==> config.mk <==
export PLATFORM = sky130hd
export DESIGN_NAME = pkd_tdm_tx
export DESIGN_NICKNAME = d
export VERILOG_FILES = /design/src/rtl/pkd_tdm_pkg.sv /design/src/rtl/ptx_sync.sv /design/src/rtl/ptx_bclk_gen.sv /design/src/rtl/ptx_framer.sv /design/src/rtl/ptx_slot_shifter.sv /design/src/rtl/pkd_tdm_tx.sv
export SDC_FILE = /design/constraint.sdc
export NUM_CORES = 1
export LEC_CHECK = 0
export CAP_MARGIN = 5
export CORE_UTILIZATION = 40
export DETAILED_ROUTE_END_ITERATION = 12
export SYNTH_ARGS = -nofsm -noshare
export SYNTH_HDL_FRONTEND = slang
export SYNTH_SLANG_ARGS = --single-unit
==> constraint.sdc <==
create_clock -name clk_i -period 2 [get_ports clk_i]
set_input_delay 0.4 -clock clk_i [delete_from_list [all_inputs] [get_ports clk_i]]
set_output_delay 0.4 -clock clk_i [all_outputs]
set_load 0.01 [all_outputs]
==> src/rtl/pkd_tdm_pkg.sv <==
package pkd_tdm_pkg;

  localparam int unsigned SLOT_W_DEF   = 20;
  localparam int unsigned SLOTS_DEF    = 3;
  localparam int unsigned GAP_W_DEF    = 4;
  localparam int unsigned NARROW_W_DEF = 16;

  // frame clock level for a bit position: active through the first half,
  // moved one bit early at both half boundaries
  function automatic logic fs_level(logic first_half, logic half_end);
    return first_half ^ half_end;
  endfunction

endpackage

==> src/rtl/ptx_sync.sv <==
module ptx_sync #(
  parameter int unsigned STAGES = 2
) (
  input  logic clk_i,
  input  logic rst_ni,
  input  logic d_i,
  output logic q_o
);

  generate
    if (STAGES <= 1) begin : g_single
      logic q_q;
      always_ff @(posedge clk_i or negedge rst_ni) begin
        if (!rst_ni) q_q <= 1'b0;
        else         q_q <= d_i;
      end
      assign q_o = q_q;
    end else begin : g_chain
      logic [STAGES-1:0] q_q;
      always_ff @(posedge clk_i or negedge rst_ni) begin
        if (!rst_ni) q_q <= '0;
        else         q_q <= {q_q[STAGES-2:0], d_i};
      end
      assign q_o = q_q[STAGES-1];
    end
  endgenerate

endmodule

==> src/rtl/ptx_bclk_gen.sv <==
module ptx_bclk_gen #(
  parameter int unsigned DIV_W = 8
) (
  input  logic             clk_i,
  input  logic             rst_ni,
  input  logic             ext_sel_i,
  input  logic [DIV_W-1:0] div_i,
  input  logic             ext_bclk_i,
  input  logic             drive_rise_i,
  output logic             bclk_o,
  output logic             drive_en_o,
  output logic             sample_en_o
);

  localparam int unsigned HALF_W = DIV_W - 1;

  logic [HALF_W-1:0] half;
  logic [HALF_W-1:0] cnt_q;
  logic              bclk_q;
  logic              ext_prev_q;
  logic              int_run;
  logic              int_tgl;
  logic              rise;
  logic              fall;

  assign half    = div_i[DIV_W-1:1];
  assign int_run = !ext_sel_i && (half != '0);
  assign int_tgl = int_run && (cnt_q >= half - HALF_W'(1));

  always_ff @(posedge clk_i or negedge rst_ni) begin
    if (!rst_ni) begin
      cnt_q      <= '0;
      bclk_q     <= 1'b0;
      ext_prev_q <= 1'b0;
    end else begin
      ext_prev_q <= ext_bclk_i;
      if (!int_run) begin
        cnt_q <= '0;
        if (ext_sel_i) bclk_q <= 1'b0;
      end else if (int_tgl) begin
        cnt_q  <= '0;
        bclk_q <= ~bclk_q;
      end else begin
        cnt_q <= cnt_q + HALF_W'(1);
      end
    end
  end

  always_comb begin
    if (ext_sel_i) begin
      rise = ext_bclk_i & ~ext_prev_q;
      fall = ~ext_bclk_i & ext_prev_q;
    end else begin
      rise = int_tgl & ~bclk_q;
      fall = int_tgl & bclk_q;
    end
  end

  assign bclk_o      = bclk_q;
  assign drive_en_o  = drive_rise_i ? rise : fall;
  assign sample_en_o = drive_rise_i ? fall : rise;

  a_r1_stopped_divider: assert property (@(posedge clk_i) disable iff (!rst_ni)
    (!ext_sel_i && div_i[DIV_W-1:1] == '0) |=> $stable(bclk_o));

  a_r2_ext_bclk_quiet: assert property (@(posedge clk_i) disable iff (!rst_ni)
    ext_sel_i |=> !bclk_o);

  a_r3_single_edge_role: assert property (@(posedge clk_i) disable iff (!rst_ni)
    !(drive_en_o && sample_en_o));

endmodule

==> src/rtl/ptx_framer.sv <==
module ptx_framer
  import pkd_tdm_pkg::*;
#(
  parameter int unsigned SLOT_W = SLOT_W_DEF,
  parameter int unsigned SLOTS  = SLOTS_DEF,
  parameter int unsigned GAP_W  = GAP_W_DEF
) (
  input  logic clk_i,
  input  logic rst_ni,
  input  logic drive_en_i,
  input  logic sample_en_i,
  input  logic fs_master_i,
  input  logic fs_act_high_i,
  input  logic fs_ext_i,
  output logic fs_o,
  output logic load_o
);

  localparam int unsigned MAXLEN = (SLOT_W > GAP_W) ? SLOT_W : GAP_W;
  localparam int unsigned BW     = $clog2(MAXLEN + 1);
  localparam int unsigned SIW    = $clog2(SLOTS + 1);
  localparam logic [SIW-1:0] GAP_IDX   = SIW'(SLOTS);
  localparam logic [BW-1:0]  SLOT_LAST = BW'(SLOT_W - 1);
  localparam logic [BW-1:0]  GAP_LAST  = BW'(GAP_W - 1);

  logic           half_q, half_n;
  logic [SIW-1:0] slot_q, slot_n;
  logic [BW-1:0]  bit_q, bit_n;
  logic           last_bit;
  logic           next_half_end;
  logic           synced_q;
  logic           fs_on_q;
  logic           fs_on;
  logic           fs_lvl_q;
  logic           run;
  logic           resync;

  always_comb begin
    last_bit = (slot_q == GAP_IDX) ? (bit_q == GAP_LAST) : (bit_q == SLOT_LAST);
    half_n   = half_q;
    slot_n   = slot_q;
    bit_n    = bit_q + BW'(1);
    if (last_bit) begin
      bit_n = '0;
      if (slot_q == GAP_IDX) begin
        slot_n = '0;
        half_n = ~half_q;
      end else begin
        slot_n = slot_q + SIW'(1);
      end
    end
    next_half_end = (slot_n == GAP_IDX) && (bit_n == GAP_LAST);
  end

  assign run    = fs_master_i | synced_q;
  assign fs_on  = (fs_ext_i == fs_act_high_i);
  assign resync = sample_en_i & ~fs_master_i & fs_on & ~fs_on_q;

  // reset state is the last bit of the right half, so the next drive edge opens a frame
  always_ff @(posedge clk_i or negedge rst_ni) begin
    if (!rst_ni) begin
      half_q   <= 1'b1;
      slot_q   <= GAP_IDX;
      bit_q    <= GAP_LAST;
      synced_q <= 1'b0;
      fs_on_q  <= 1'b0;
      fs_lvl_q <= 1'b1;
    end else begin
      if (sample_en_i) fs_on_q <= fs_on;
      if (resync) begin
        synced_q <= 1'b1;
        half_q   <= 1'b1;
        slot_q   <= GAP_IDX;
        bit_q    <= GAP_LAST;
        fs_lvl_q <= 1'b1;
      end else if (drive_en_i && run) begin
        half_q   <= half_n;
        slot_q   <= slot_n;
        bit_q    <= bit_n;
        fs_lvl_q <= fs_level(~half_n, next_half_end);
      end
    end
  end

  assign load_o = drive_en_i & run & (slot_n != GAP_IDX) & (bit_n == '0);
  assign fs_o   = fs_master_i ? (fs_lvl_q == fs_act_high_i) : 1'b0;

  a_r4_slot_index_bound: assert property (@(posedge clk_i) disable iff (!rst_ni)
    slot_q <= GAP_IDX);

  a_r4_gap_bit_bound: assert property (@(posedge clk_i) disable iff (!rst_ni)
    (slot_q == GAP_IDX) |-> (bit_q <= GAP_LAST));

  a_r6_fs_on_drive_edge: assert property (@(posedge clk_i) disable iff (!rst_ni)
    (fs_master_i && !drive_en_i) |=> $stable(fs_o));

  a_r7_idle_until_sync: assert property (@(posedge clk_i) disable iff (!rst_ni)
    (!run && !resync) |=> (slot_q == GAP_IDX && bit_q == GAP_LAST));

endmodule

==> src/rtl/ptx_slot_shifter.sv <==
module ptx_slot_shifter
  import pkd_tdm_pkg::*;
#(
  parameter int unsigned SLOT_W   = SLOT_W_DEF,
  parameter int unsigned NARROW_W = NARROW_W_DEF
) (
  input  logic              clk_i,
  input  logic              rst_ni,
  input  logic              narrow_i,
  input  logic              s_valid_i,
  input  logic [SLOT_W-1:0] s_data_i,
  output logic              s_ready_o,
  input  logic              drive_en_i,
  input  logic              load_i,
  output logic              sdata_o,
  output logic              underflow_o
);

  logic [SLOT_W-1:0] hold_q;
  logic              hold_vld_q;
  logic [SLOT_W-1:0] shreg_q;
  logic              uf_q;
  logic [SLOT_W-1:0] narrow_word;
  logic [SLOT_W-1:0] slot_word;
  logic              take;
  logic              accept;

  generate
    if (SLOT_W > NARROW_W) begin : g_pad
      assign narrow_word = {hold_q[NARROW_W-1:0], {(SLOT_W-NARROW_W){1'b0}}};
    end else begin : g_nopad
      assign narrow_word = hold_q;
    end
  endgenerate

  assign slot_word = narrow_i ? narrow_word : hold_q;
  assign take      = drive_en_i & load_i & hold_vld_q;
  assign accept    = s_valid_i & ~hold_vld_q;
  assign s_ready_o = ~hold_vld_q;

  always_ff @(posedge clk_i or negedge rst_ni) begin
    if (!rst_ni) begin
      hold_q     <= '0;
      hold_vld_q <= 1'b0;
      shreg_q    <= '0;
      uf_q       <= 1'b0;
    end else begin
      uf_q <= 1'b0;
      if (take) hold_vld_q <= 1'b0;
      if (accept) begin
        hold_vld_q <= 1'b1;
        hold_q     <= s_data_i;
      end
      if (drive_en_i && load_i) begin
        shreg_q <= hold_vld_q ? slot_word : '0;
        uf_q    <= ~hold_vld_q;
      end else if (drive_en_i) begin
        shreg_q <= {shreg_q[SLOT_W-2:0], 1'b0};
      end
    end
  end

  assign sdata_o     = shreg_q[SLOT_W-1];
  assign underflow_o = uf_q;

  a_r8_underflow_single_cycle: assert property (@(posedge clk_i) disable iff (!rst_ni)
    underflow_o |=> !underflow_o);

  a_r9_held_sample_kept: assert property (@(posedge clk_i) disable iff (!rst_ni)
    (hold_vld_q && !take) |=> (hold_vld_q && $stable(hold_q)));

  a_r3_data_on_drive_edge: assert property (@(posedge clk_i) disable iff (!rst_ni)
    !drive_en_i |=> $stable(sdata_o));

endmodule

==> src/rtl/pkd_tdm_tx.sv <==
module pkd_tdm_tx
  import pkd_tdm_pkg::*;
#(
  parameter int unsigned SLOT_W      = SLOT_W_DEF,
  parameter int unsigned SLOTS       = SLOTS_DEF,
  parameter int unsigned GAP_W       = GAP_W_DEF,
  parameter int unsigned NARROW_W    = NARROW_W_DEF,
  parameter int unsigned DIV_W       = 8,
  parameter int unsigned SYNC_STAGES = 2
) (
  input  logic              clk_i,
  input  logic              rst_ni,
  input  logic              bclk_ext_i,
  input  logic [DIV_W-1:0]  div_i,
  input  logic              drive_rise_i,
  input  logic              fs_master_i,
  input  logic              fs_act_high_i,
  input  logic              narrow_i,
  input  logic              ext_bclk_i,
  input  logic              ext_fs_i,
  input  logic              s_valid_i,
  input  logic [SLOT_W-1:0] s_data_i,
  output logic              s_ready_o,
  output logic              bclk_o,
  output logic              fs_o,
  output logic              sdata_o,
  output logic              underflow_o
);

  logic ext_bclk_s;
  logic ext_fs_s;
  logic drive_en;
  logic sample_en;
  logic load;

  ptx_sync #(.STAGES(SYNC_STAGES)) u_sync_bclk (
    .clk_i (clk_i),
    .rst_ni(rst_ni),
    .d_i   (ext_bclk_i),
    .q_o   (ext_bclk_s)
  );

  ptx_sync #(.STAGES(SYNC_STAGES)) u_sync_fs (
    .clk_i (clk_i),
    .rst_ni(rst_ni),
    .d_i   (ext_fs_i),
    .q_o   (ext_fs_s)
  );

  ptx_bclk_gen #(.DIV_W(DIV_W)) u_bclk (
    .clk_i       (clk_i),
    .rst_ni      (rst_ni),
    .ext_sel_i   (bclk_ext_i),
    .div_i       (div_i),
    .ext_bclk_i  (ext_bclk_s),
    .drive_rise_i(drive_rise_i),
    .bclk_o      (bclk_o),
    .drive_en_o  (drive_en),
    .sample_en_o (sample_en)
  );

  ptx_framer #(.SLOT_W(SLOT_W), .SLOTS(SLOTS), .GAP_W(GAP_W)) u_framer (
    .clk_i        (clk_i),
    .rst_ni       (rst_ni),
    .drive_en_i   (drive_en),
    .sample_en_i  (sample_en),
    .fs_master_i  (fs_master_i),
    .fs_act_high_i(fs_act_high_i),
    .fs_ext_i     (ext_fs_s),
    .fs_o         (fs_o),
    .load_o       (load)
  );

  ptx_slot_shifter #(.SLOT_W(SLOT_W), .NARROW_W(NARROW_W)) u_shift (
    .clk_i      (clk_i),
    .rst_ni     (rst_ni),
    .narrow_i   (narrow_i),
    .s_valid_i  (s_valid_i),
    .s_data_i   (s_data_i),
    .s_ready_o  (s_ready_o),
    .drive_en_i (drive_en),
    .load_i     (load),
    .sdata_o    (sdata_o),
    .underflow_o(underflow_o)
  );

endmodule

### After elaboration in Yosys (flattened, before gate mapping)

Cells that the tools add are included.
Widths: inputs -> output; s select.

| storage, ports and cells | value |
|---|---|
| input port bits | 38 |
| register bits | 66 |
| output and inout bits | 5 |
| logic and storage cells | 96 |

| cells by class | value |
|---|---|
| reduce and logical (&&, ||, !) cells | 13 |
| bitwise gates (word level) | 23 |
| equal/unequal tests | 9 |
| multiplexer cells | 31 |
| add/sub/neg operators | 4 |
| magnitude comparators | 1 |

Operators with widths:

| kind | number |
|---|---|
| $mux 20 | 4 |
| $mux 1 | 18 |
| $mux 5 | 3 |
| $mux 7 | 2 |
| $and 1x1->1 | 13 |
| $eq 5x2->1 const B | 2 |
| $mux 2 | 4 |
| $not 1->1 | 8 |
| $reduce_bool 2->1 | 4 |
| $add 7x1->7 const B | 1 |
| $ge 7x7->1 | 1 |
| $reduce_bool 7->1 | 1 |
| $sub 7x1->7 const B | 1 |
| $add 5x1->5 const B | 1 |
| $eq 5x5->1 const B | 1 |
| $logic_and 1x1->1 | 5 |
| $logic_not 5->1 | 1 |
| $eq 2x2->1 const B | 2 |
| $ne 2x2->1 const B | 2 |
| $add 2x1->2 const B | 1 |
| $eq 1x1->1 | 2 |
| $reduce_and 2->1 | 1 |
| $logic_not 1->1 | 1 |
| $or 1x1->1 | 1 |
| $xor 1x1->1 | 1 |

### Logic depth before layout (Yosys ltp)

| logic depth | value |
|---|---|
| word-level depth | 13 |
| mapped depth | 13 |
| mapped depth without buffers | 11 |

### Modules after synthesis

A second synthesis with hierarchy kept.

| second synthesis, totals | value |
|---|---|
| cell total of the unflattened synthesis | 321 |
| area total of the unflattened synthesis | 3590.9 µm² |

Modules (own cells, without submodules):

| module | times used | seq. area each (µm²) | area an instance (µm²) | cells each |
|---|---|---|---|---|
| ptx_slot_shifter | 1 | 1051.0 | 1955.6 | 152 |
| ptx_framer | 1 | 282.8 | 768.2 | 84 |
| ptx_bclk_gen | 1 | 225.2 | 767.0 | 81 |
| ptx_sync | 2 | 50.0 | 50.0 | 2 |

### Worst setup path before layout

OpenSTA, ideal clock, no wires.

| timing | value |
|---|---|
| path kind | in2reg |
| start point | in div_i[3] |
| end point | reg u_framer.bit_q[2] |
| cell stages on the path | 10 |
| setup time | 0.139 ns |
| arrival time | 2.518 ns |
| required time | 1.861 ns |
| buffers on the path | 1 |
| slack | -0.657 ns |
| cells stage by stage | nor4_2 nand2_1 xor2_1 ha_1 nand3_1 o31a_2 o21a_2 buf_4 o311ai_0 o31ai_1 |

| between the ends | value |
|---|---|
| cells in the longest elaborated chain, start to end | 10 |
| elaborated cells on any way between the ends | 17 |
| those cells by class | 1 x add/sub; 1 x order compare; 5 x mux; 5 x bitwise; 5 x reduce/logical |

Ends and longest elaborated chain:

| what | line | source |
|---|---|---|
| start: declaration | pkd_tdm_tx.sv:14 | `input logic [DIV_W-1:0] div_i,` |
| $sub 7x1->7 / $reduce_bool 7->1 (equally long branches) | ptx_bclk_gen.sv:28, ptx_bclk_gen.sv:27 |  |
| $ge 7x7->1 / $logic_and 1x1->1 (equally long branches) | ptx_bclk_gen.sv:28, ptx_bclk_gen.sv:27 |  |
| $logic_and 1x1->1 (*) | ptx_bclk_gen.sv:28 | `assign int_tgl = int_run && (cnt_q >= half - HALF_W'(1));` |
| $and 1x1->1, on equally long branches | ptx_bclk_gen.sv:54, ptx_bclk_gen.sv:55 |  |
| $mux 1 | ptx_bclk_gen.sv:50 | `if (ext_sel_i) begin` |
| $mux 1 | ptx_bclk_gen.sv:61 | `assign sample_en_o = drive_rise_i ? fall : rise;` |
| $and 1x1->1 (3 in series) | ptx_framer.sv:57 | `assign resync = sample_en_i & ~fs_master_i & fs_on & ~fs_on_q;` |
| $mux 5 / $reduce_bool 2->1 (equally long branches) | - |  |
| end signal: assignment | ptx_framer.sv:79 | `bit_q <= bit_n;` |
| end: declaration | ptx_framer.sv:28 | `logic [BW-1:0] bit_q, bit_n;` |

Every way passes the cells marked *; elsewhere a longest branch is shown, timed or not.
A chain may end at the register's enable or synchronous reset.

### Worst setup path in the final report

| timing | value |
|---|---|
| start point | in div_i[6] |
| end point | reg u_framer.bit_q[2] |

The elaborated chain is that of the path after synthesis.

==> impl_metrics.tcl <==
set metrics [dict create \
    critPathMaxFanout 6 \
    cts_tree "done" \
    hold_viol 0 \
    finalSetupViolations 34 \
    num_rows 34 \
    post-place-ws_ns -1.028 \
    coreArea_sq_mm 0.008678 \
    cts.htree.levels 3 \
    fin_util_pct 59.53 \
    synth_top_area_share_pct 42.09 \
    grt_pass1_vias 2932 \
    slew_headroom_pct 44.80 \
    leakage_nw 2.237 \
    path_clk_slew_ns 0.08 \
    grt_setup_unrepaired "yes" \
    p_per_area_mw_per_mm2 1044 \
    overflow 0 \
    vias 2874 \
    antenna_left 0 \
    die_h_um 96.44 \
    synth_area_leaders "dfrtp_1 (42%), mux2i_1 (10%), mux2_2 (6.3%)" \
    async_reset_ff_share_pct 100.0 \
    dieArea_sq_mm 0.009300 \
    slew_viol_final 0 \
    critical_path_class "primary input to register" \
    drt_wl_total_um 8374 \
    total_power_mw 5.391 \
    synth_seq_cells 66 \
    fmax_mhz 431.3 \
    ctsLongestPathBuffers 2 \
    synth_edf_count 0 \
    status "complete, but fails checks" \
    routedWlPerCell_um 15.03 \
    drive_gt1_share_pct 35.63 \
    nNetsFinal 496 \
    violations "setup timing" \
    fin_crit_ns 2.319 \
    max-cap-violations 0 \
    gp_congestion 0.8468 \
    clock_skew_ns 0.006382 \
    antenna_cells 0 \
    viasPerCell 5.160 \
    root_buffer "clkbuf_8" \
    drtIter0Drc 87 \
    synth_warnings 0 \
    hp-class "primary input to asynchronous set/reset pin" \
    syn_nets 393 \
    ctsHoldBuffers 0 \
    pin_count 43 \
    synthMostInstantiatedCell "dfrtp_1" \
    finalCritPeriodShare_pct 115.9 \
    startpoint_type "primary input" \
    tightest_slew_ns 0.8194 \
    yosysTopAreaCell "dfrtp_1" \
    ys_types 47 \
    grt_pass1_wl_um 13610 \
    syn_to_final_growth_pct 44.83 \
    start_util_pct 41.10 \
    synth_common_cells "dfrtp_1 (60), mux2i_1 (36), nand2_1 (32), nor2_1 (32), mux2_2 (20)" \
    track_usage_pct 19.39 \
    hpwl_um 5680 \
    route.detailed.drc 0 \
    clk_latency_ns 0.35 \
    antenna_found_initial 0 \
    syn_avg_cell_area_sq_um 10.46 \
    ir_drop_uv 549.8 \
    syn-cell-area_sq_mm 0.003567 \
    netlist_instances 341 \
    crit_arrival_ns 2.54 \
    fill_cells 734 \
    post-route-cell-area_sq_mm 0.005166 \
    grt_max_degree 24 \
    dieWidth_um 96.44 \
    cts_buffers 9 \
    yosysSeqAreaShare_pct 46.51 \
    drt_pass1_iterations 4 \
    placed_area_sq_mm 0.004519 \
    synth-main-ff-cell "dfrtp_1" \
    io_buffers 41 \
    end_kind "register" \
    worst_slack_ns -0.3186 \
    clock-sinks 66 \
    required_ns 2.23 \
]
==> power breakdown <==
part | total (mW) | switching [mW] | internal [mW]
registers | 2.09 | 0.305 | 1.79
clock network | 1.16 | 0.548 | 0.611
logic | 2.14 | 0.993 | 1.15
==> per-stage QoR <==
| step | std cells | TNS [ns] | hold WS, ns |
|---|---|---|---|
| after floorplan | 341 | -13.06 | 0.1044 |
| after global placement | 530 | -36.36 | 0.3362 |
| after detailed placement | 530 | -37.18 | 0.3371 |
| after CTS | 554 | -6.923 | 0.04760 |
| after global routing | 557 | -10.12 | 0.06683 |
| final | 557 | -7.601 | 0.03790 |
==> critical path, cell delays in order <==
cell and delay (ns):
buf_8 0.10, nor4_4 0.28, nand2_1 0.14, xor2_2 0.20
ha_4 0.31, nand3_4 0.07, o31a_4 0.40, o21a_4 0.26
o311ai_4 0.28, o31ai_2 0.11
==> cell families after synthesis <==
logic type,after synthesis,share of synthesized area (%)
AOI/OAI and AO/OA,60,10.77
xor gates and xnor gates,17,4.174
adders and majority gates,14,4.911
buffers and inverters,22,3.016
DFF,66,46.51
muxes,56,16.42
and+or+nand+nor,106,14.21
==> placed cells by master (no fill, tap or decap), types with 2 or more instances in the layout <==
master / count
a21o_1: 5
a21oi_1: 4
a21oi_2: 2
a21oi_4: 2
and2_1: 4
and3_1: 4
buf_12: 3
buf_2: 2
buf_4: 50
buf_6: 13
buf_8: 2
clkbuf_8: 10
clkdlybuf4s50_1: 33
clkinv_2: 2
dfrtp_1: 60
dfstp_2: 6
ha_1: 8
ha_2: 3
ha_4: 3
inv_1: 5
mux2_2: 20
mux2i_1: 35
nand2_1: 29
nand2_4: 2
nand2b_1: 4
nand3_1: 6
nor2_1: 29
nor2_2: 3
nor2b_1: 4
nor3_1: 5
nor3_4: 2
o21a_4: 2
o21ai_0: 4
o21ai_1: 21
o311ai_4: 2
o31ai_2: 3
xnor2_1: 11
xor2_1: 4
==> repair_timing <==
item / 4_1_cts / 5_1_grt
gates resized for setup: 70 / 35
setup buffers: 7 / 3
pin swaps: 28 / 22
endpoints found under the setup margin: 42 / 41
cloned: 2 / 0
==> metal layers <==
metal	vias up	GRT usage (%)	part of all wire (%)	routed length, um
met3	18	4.069	4.3	357
met5	-	0	0	0
met2	66	34.40	49	4136
met1	1372	23.00	44	3722
met4	0	7.353	1.9	158
li1	1418	-	-	-
==> flip-flops by register name, summed over array words and instances (netlist names) <==
name	cells
u_bclk.ext_prev_q	1
u_framer.fs_on_q	1
u_sync_fs.g_chain.q_q	2
u_framer.slot_q	2
u_framer.synced_q	1
u_bclk.cnt_q	7
u_sync_bclk.g_chain.q_q	2
u_shift.underflow_o	1
u_shift.shreg_q	20
u_shift.hold_q	20
u_framer.half_q	1
u_framer.fs_lvl_q	1
u_bclk.bclk_o	1
u_framer.bit_q	5
u_shift.hold_vld_q	1
==> final timing paths <==
kind | startpoint | to | slack, ns | cells after the start
worst max-delay path | div_i[6] | u_framer.bit_q[2] | -0.32 | 10
worst min-delay path | rst_ni | u_bclk.cnt_q[0] | 0.04 | 1
worst max register to register | u_framer.bit_q[0] | u_shift.shreg_q[19] | -0.32 | 8
worst min register to register | u_sync_bclk.g_chain.q_q[0] | u_sync_bclk.g_chain.q_q[1] | 0.35 | 0
max in group asynchronous | rst_ni | u_shift.shreg_q[17] | 1.33 | 2
min in group clk_i | u_sync_bclk.g_chain.q_q[0] | u_sync_bclk.g_chain.q_q[1] | 0.35 | 0
==> layout make-up <==
| type | instances | area [sq um] | share of cell area, % |
|---|---|---|---|
| inverter | 7 | 26.28 | 0.5086 |
| tap | 108 | 135.1 | 2.616 |
| clock inverter | 6 | 65.06 | 1.259 |
| clock buffer | 10 | 137.6 | 2.664 |
| multi-input combinational | 254 | 2150 | 41.61 |
| timing repair buffer | 106 | 993.5 | 19.23 |
| sequential | 66 | 1659 | 32.11 |
Note: power is estimated with default switching activity, not from simulation.
